`src/rtl/gpio_irq_pkg.sv`:
```
package gpio_irq_pkg;

  localparam logic [7:0] PG_ENABLE   = 8'h80;
  localparam logic [7:0] PG_POLARITY = 8'h40;
  localparam logic [7:0] PG_PENDING  = 8'hC0;

  // per-bit edge match: pol=1 rising, pol=0 falling
  function automatic logic [7:0] edge_hits(input logic [7:0] pol,
                                           input logic [7:0] now,
                                           input logic [7:0] prev);
    return (pol & now & ~prev) | (~pol & ~now & prev);
  endfunction

  // pending update masked by the enable value that will be held after this edge
  function automatic logic [7:0] next_pending(input logic [7:0] cur,
                                              input logic [7:0] hits,
                                              input logic [7:0] en_next);
    return (cur | hits) & en_next;
  endfunction

endpackage

```
`src/rtl/gpio_pin_sync.sv`:
```
module gpio_pin_sync #(
  parameter int WIDTH  = 48,
  parameter int EDGE_W = 24
) (
  input  logic              clk,
  input  logic              rst_n,
  input  logic [WIDTH-1:0]  raw,
  output logic [WIDTH-1:0]  lvl,
  output logic [EDGE_W-1:0] lvl_prev
);
  logic [WIDTH-1:0]  meta_q;
  logic [WIDTH-1:0]  stab_q;
  logic [EDGE_W-1:0] hist_q;

  always_ff @(posedge clk) begin
    if (!rst_n) begin
      meta_q <= '0;
      stab_q <= '0;
      hist_q <= '0;
    end else begin
      meta_q <= raw;
      stab_q <= meta_q;
      hist_q <= stab_q[EDGE_W-1:0];
    end
  end

  assign lvl      = stab_q;
  assign lvl_prev = hist_q;
endmodule

```
`src/rtl/gpio_edge_port.sv`:
```
module gpio_edge_port
  import gpio_irq_pkg::*;
(
  input  logic       clk,
  input  logic       rst_n,
  input  logic [7:0] lvl_now,
  input  logic [7:0] lvl_prev,
  input  logic       en_wr,
  input  logic       pol_wr,
  input  logic [7:0] wdata,
  output logic [7:0] en_q,
  output logic [7:0] pol_q,
  output logic [7:0] pend_q
);
  logic [7:0] en_next;
  logic [7:0] hit;

  assign en_next = en_wr ? wdata : en_q;
  assign hit     = edge_hits(pol_q, lvl_now, lvl_prev);

  always_ff @(posedge clk) begin
    if (!rst_n) begin
      en_q   <= '0;
      pol_q  <= '0;
      pend_q <= '0;
    end else begin
      en_q   <= en_next;
      if (pol_wr) pol_q <= wdata;
      pend_q <= next_pending(pend_q, hit, en_next);
    end
  end

  assert_pend_needs_en_R5: assert property (@(posedge clk) disable iff (!rst_n)
    (pend_q & ~en_q) == 8'h00);

  assert_ack_clears_R8: assert property (@(posedge clk) disable iff (!rst_n)
    en_wr |=> ((pend_q & ~$past(wdata)) == 8'h00));
endmodule

```
`src/rtl/gpio_edge_irq_ctrl.sv`:
```
module gpio_edge_irq_ctrl
  import gpio_irq_pkg::*;
#(
  parameter int NUM_PORTS = 6,
  parameter int IRQ_PORTS = 3,
  parameter int ADDR_W    = 4
) (
  input  logic                   clk,
  input  logic                   rst_n,
  input  logic [ADDR_W-1:0]      bus_addr,
  input  logic                   bus_wr,
  input  logic                   bus_rd,
  input  logic [7:0]             bus_wdata,
  output logic [7:0]             bus_rdata,
  input  logic [NUM_PORTS*8-1:0] pin_in,
  output logic [NUM_PORTS*8-1:0] pin_drive,
  output logic                   irq_out
);
  localparam int LINES     = NUM_PORTS * 8;
  localparam int IRQ_LINES = IRQ_PORTS * 8;
  localparam int SUM_OFS   = NUM_PORTS;
  localparam int PAGE_OFS  = NUM_PORTS + 1;
  localparam int BANK_OFS  = NUM_PORTS + 2;

  logic [LINES-1:0]     out_q;
  logic [7:0]           page_q;
  logic [LINES-1:0]     lvl;
  logic [IRQ_LINES-1:0] lvl_prev;
  logic [7:0]           en_all   [IRQ_PORTS];
  logic [7:0]           pol_all  [IRQ_PORTS];
  logic [7:0]           pend_all [IRQ_PORTS];
  logic [IRQ_PORTS-1:0] en_wr;
  logic [IRQ_PORTS-1:0] pol_wr;
  logic [IRQ_PORTS-1:0] summary;
  logic                 any_en_wr;
  logic [7:0]           rd_val;
  int                   idx;

  assign idx = int'(bus_addr);

  always_ff @(posedge clk) begin
    if (!rst_n) begin
      out_q  <= '0;
      page_q <= PG_PENDING;
    end else if (bus_wr) begin
      for (int p = 0; p < NUM_PORTS; p++)
        if (idx == p) out_q[p*8 +: 8] <= bus_wdata;
      if (idx == PAGE_OFS) page_q <= bus_wdata;
    end
  end

  gpio_pin_sync #(.WIDTH(LINES), .EDGE_W(IRQ_LINES)) u_sync (
    .clk      (clk),
    .rst_n    (rst_n),
    .raw      (pin_in),
    .lvl      (lvl),
    .lvl_prev (lvl_prev)
  );

  for (genvar p = 0; p < IRQ_PORTS; p++) begin : g_port
    assign en_wr[p]  = bus_wr && (idx == BANK_OFS + p) && (page_q == PG_ENABLE);
    assign pol_wr[p] = bus_wr && (idx == BANK_OFS + p) && (page_q == PG_POLARITY);
    gpio_edge_port u_port (
      .clk      (clk),
      .rst_n    (rst_n),
      .lvl_now  (lvl[p*8 +: 8]),
      .lvl_prev (lvl_prev[p*8 +: 8]),
      .en_wr    (en_wr[p]),
      .pol_wr   (pol_wr[p]),
      .wdata    (bus_wdata),
      .en_q     (en_all[p]),
      .pol_q    (pol_all[p]),
      .pend_q   (pend_all[p])
    );
    assign summary[p] = |pend_all[p];
  end

  assign any_en_wr = |en_wr;
  assign irq_out   = |summary;
  assign pin_drive = out_q;

  always_comb begin
    rd_val = '0;
    for (int p = 0; p < NUM_PORTS; p++)
      if (idx == p) rd_val = lvl[p*8 +: 8];
    if (idx == SUM_OFS)  rd_val[IRQ_PORTS-1:0] = summary;
    if (idx == PAGE_OFS) rd_val = page_q;
    for (int p = 0; p < IRQ_PORTS; p++) begin
      if (idx == BANK_OFS + p) begin
        case (page_q)
          PG_ENABLE:   rd_val = en_all[p];
          PG_POLARITY: rd_val = pol_all[p];
          PG_PENDING:  rd_val = pend_all[p];
          default:     rd_val = '0;
        endcase
      end
    end
  end

  assign bus_rdata = bus_rd ? rd_val : 8'h00;

  assert_irq_holds_R9: assert property (@(posedge clk) disable iff (!rst_n)
    (irq_out && !any_en_wr) |=> irq_out);

  assert_hole_reads_zero_R10: assert property (@(posedge clk) disable iff (!rst_n)
    (bus_rd && idx >= BANK_OFS + IRQ_PORTS) |-> (bus_rdata == 8'h00));

  assert_summary_upper_zero_R7: assert property (@(posedge clk) disable iff (!rst_n)
    (bus_rd && idx == SUM_OFS) |-> (bus_rdata[7:IRQ_PORTS] == '0));
endmodule

```
`config.mk`:
```
export PLATFORM = sky130hd
export DESIGN_NAME = gpio_edge_irq_ctrl
export DESIGN_NICKNAME = d
export VERILOG_FILES = /design/src/rtl/gpio_irq_pkg.sv /design/src/rtl/gpio_pin_sync.sv /design/src/rtl/gpio_edge_port.sv /design/src/rtl/gpio_edge_irq_ctrl.sv
export SDC_FILE = /design/constraint.sdc
export NUM_CORES = 1
export LEC_CHECK = 0
export ABC_AREA = 0
export BUFFER_PORTS_ARGS = -buffer_cell sky130_fd_sc_hd__buf_2
export CAP_MARGIN = 20
export CORE_ASPECT_RATIO = 1.2
export CORE_MARGIN = 2
export CORE_UTILIZATION = 40
export DETAILED_ROUTE_END_ITERATION = 6
export PLACE_DENSITY_LB_ADDON = 0.08
export SLEW_MARGIN = 15
export SYNTH_ARGS = -nofsm -noshare
export SYNTH_HDL_FRONTEND = slang
export SYNTH_SLANG_ARGS = --single-unit
export TNS_END_PERCENT = 20
```
`constraint.sdc`:
```
create_clock -name clk -period 2.8 [get_ports clk]
set_clock_uncertainty 0.1 [all_clocks]
set_input_delay 0.56 -clock clk [delete_from_list [all_inputs] [get_ports clk]]
set_output_delay 0.56 -clock clk [all_outputs]
set_load 0.05 [all_outputs]
```
==> flow_summary.json <==
{
  "syn_to_final_growth_pct": 23.4,
  "cp-start-kind": "flip-flop",
  "cap_violations": 0,
  "crit_path_max_fanout": 8,
  "post-route-util_pct": 49.8,
  "yosys.area.top_type": "dfxtp_1",
  "leakage_nw": 5.17,
  "first_global_vias": 6987,
  "grt-ovfl-total": 0,
  "sw_frac_of_total_pct": 22.5,
  "remaining_drc_errors": 0,
  "status": "finished, violations left",
  "ir_worst_vdd_mv": 0.390,
  "cts_tree": "built",
  "insertion_delay_ps": 520,
  "setup_violations": 9,
  "postSynthCellCount": 1011,
  "hp-class": "in -> reg",
  "yosysWarnings": 0,
  "reg2reg_from": "page_q[7]",
  "synth-edff-count": 0,
  "core-area_sq_um": 24500,
  "hold_viol": 0,
  "synth.yosys.seq_area_share_pct": 50.2,
  "post_drt_wl_per_cell_microns": 17.7,
  "min_path_cells": 2,
  "clockBufferDepth": 3,
  "holdBufCountCts": 0,
  "dieArea_sq_um": 26000,
  "drt_wl_total_mm": 26.5,
  "cts.sinks": 248,
  "worst_pin_slew_ps": 577,
  "end_kind": "primary output",
  "combPwrFrac_pct": 7.2,
  "switchingPower_mw": 1.69,
  "start_util_pct": 40.3,
  "synth_nets": 1075,
  "clk_pin_slew_worst_paths_ps": 60,
  "startpoint": "page_q[7]",
  "async_flop_share_pct": 0,
  "antenna_found_initial": 0,
  "cp.arrival_ps": 2400,
  "synth_area_per_cell_sq_um": 9.78,
  "crit_end": "bus_rdata[5]",
  "ys_ff_latch": 248,
  "synth_cell_types": 56,
  "rsz0062_at_grt": "true",
  "reg2regPathDepth": 8,
  "max_freq_ghz": 0.327,
  "maxSlewHeadroom_pct": 61.5,
  "root_buffer": "clkbuf_16",
  "grt_use_total_pct": 20.2,
  "p_seq_share_pct": 48.8,
  "io_pins": 121,
  "io_buffers": 120,
  "synth_ff_type": "dfxtp_1",
  "numCtsBuffers": 25,
  "p_per_area_nw_per_um2": 615,
  "htreeDepth": 1,
  "crit_type": "reg -> out",
  "ff2ff_setup_slack_ps": 660,
  "final_nets": 1221,
  "pwr-share-clk_pct": 44.0,
  "drive_gt1_share_pct": 24.9,
  "grt_max_degree": 102,
  "yosys.area.top_type_share_pct": 50.2,
  "synth_area_leaders": "dfxtp_1 50%, mux2i_1 7.9%, and2_1 7.8%",
  "vias_per_cell": 4.89,
  "maxSlewViolCount": 0,
  "worst_slack_ps": -260,
  "die_y_microns": 176,
  "place_hpwl_mm": 18.8,
  "power.internal_mw": 5.81,
  "postRouteAntennaNets": 0,
  "synth_area_sq_um": 9890,
  "violations": "setup timing",
  "rr_endpoint": "g_port[2].u_port.pend_q[7]",
  "die_x_microns": 148,
  "dr.pass1.iters": 4,
  "final.min_clock_period_ps": 3060,
  "via_count": 7317,
  "drt_first_iter_violations": 419,
  "num_rows": 63,
  "crit_required_ps": 2140,
  "fin_crit_sh_pct": 109,
  "antenna_cells": 0,
  "gp_congestion": 0.833,
  "grt_pass1_wl_mm": 40.6,
  "finalSetupTns_ps": -1590
}
-- flip-flops by register name (all words and copies together) (netlist names) --
register              flops
g_port.u_port.en_q       24
pin_drive                48
u_sync.lvl_prev          24
u_sync.meta_q            48
g_port.u_port.pol_q      24
u_sync.lvl               48
g_port.u_port.pend_q     24
page_q                    8
-- worst min path at each step --
stage,from,endpoint
after floorplan,u_sync.meta_q[0],u_sync.lvl[0]
after global placement,u_sync.meta_q[13],u_sync.lvl[13]
after detailed placement,u_sync.meta_q[17],u_sync.lvl[17]
after CTS,pin_in[13],u_sync.meta_q[13]
after global routing,pin_in[13],u_sync.meta_q[13]
final,pin_in[13],u_sync.meta_q[13]
-- power groups by stage --
| stage | combinational [mW] | clock, mW | sequential [mW] |
|---|---|---|---|
| finish | 0.542 | 3.30 | 3.66 |
| global route | 0.587 | 3.53 | 3.67 |
| CTS | 0.535 | 3.39 | 3.66 |
| detailed placement | 0.519 | 0 | 3.74 |
| global placement | 0.517 | 0 | 3.74 |
| floorplan | 0.296 | 0 | 3.75 |
-- final cells by class --
class	count	area, sq um
clock inverters	8	93.8
flip-flops and latches	248	4970
inverters	3	11.3
well taps	325	407
repair buffers	187	1250
fillers	2358	12300
clock buffers	34	719
multi-input cells	692	4750
-- synthesized netlist by cell type, drive strengths merged (5+ instances only) --
cell type,n
dfxtp,248
and2,123
nand2,103
mux2i,78
nor2b,78
o21ai,49
clkbuf,45
nor2,36
nand3,34
mux2,32
a21boi,30
o21a,25
buf,23
a22oi,20
nand2b,9
a21oi,7
nor4,7
a221oi,5
nor3,5
-- cells in the final DEF, fill, tap and decap left out, drive strengths merged, types with 4 or more instances in the layout --
cell type  count
nor4           7
o31a           4
nor2b         78
nand3         34
nand4          4
o21a          25
mux2i         78
buf          187
a21boi        30
o21ai         49
a221oi         5
inv            4
nor2          36
a21oi          7
nand2b         9
dfxtp        248
clkbuf        34
a22oi         20
mux2          32
nor3           5
and2         123
nand2        103
a211oi         4
clkinv         5
-- kinds of logic (layout without fill, tap and decap cells) --
logic type	after synthesis	count (layout)	share of synthesized area [%]
AO/OA/AOI/OAI	165	165	11.4
AND/OR/NAND/NOR	415	415	23.4
buffers and inverters	71	232	2.96
flip-flops	248	248	50.2
multiplexers	112	112	12.0
-- critical path, stage by stage, from the launching register on --
cell and delay [ps]:
dfxtp_4 350, buf_12 140, buf_12 140, buf_8 140, buf_6 110, mux2_4 190
a22oi_2 110, a2111oi_4 480, buf_6 220
-- routing by layer --
metal  vias up  wire length (microns)  GRT usage (%)  share of wire [%]
met5         -                      0              0                  0
met4         0                    456           4.65                1.7
met3        36                    993           2.25                3.7
met2       151                  12700           34.3                 48
met1      3395                  12400           27.6                 47
li1       3735                      -              -                  -
-- per-stage QoR --
stage	hold WS, ps	cells	worst slack (ps)	power (mW)	area [sq um]
finish	133	1497	-260	7.50	12200
global route	120	1497	-294	7.78	12200
CTS	119	1489	-233	7.59	12100
detailed placement	317	1444	-206	4.26	11100
global placement	315	1444	-193	4.26	11100
floorplan	312	1011	-93.6	4.04	9910
-- repair_timing --
action,in CTS,in global routing
resized for setup,32,23
endpoints found under the setup margin,9,9
buffers inserted,3,8
pin swaps,5,12
Note: power is estimated with default switching activity, not from simulation.
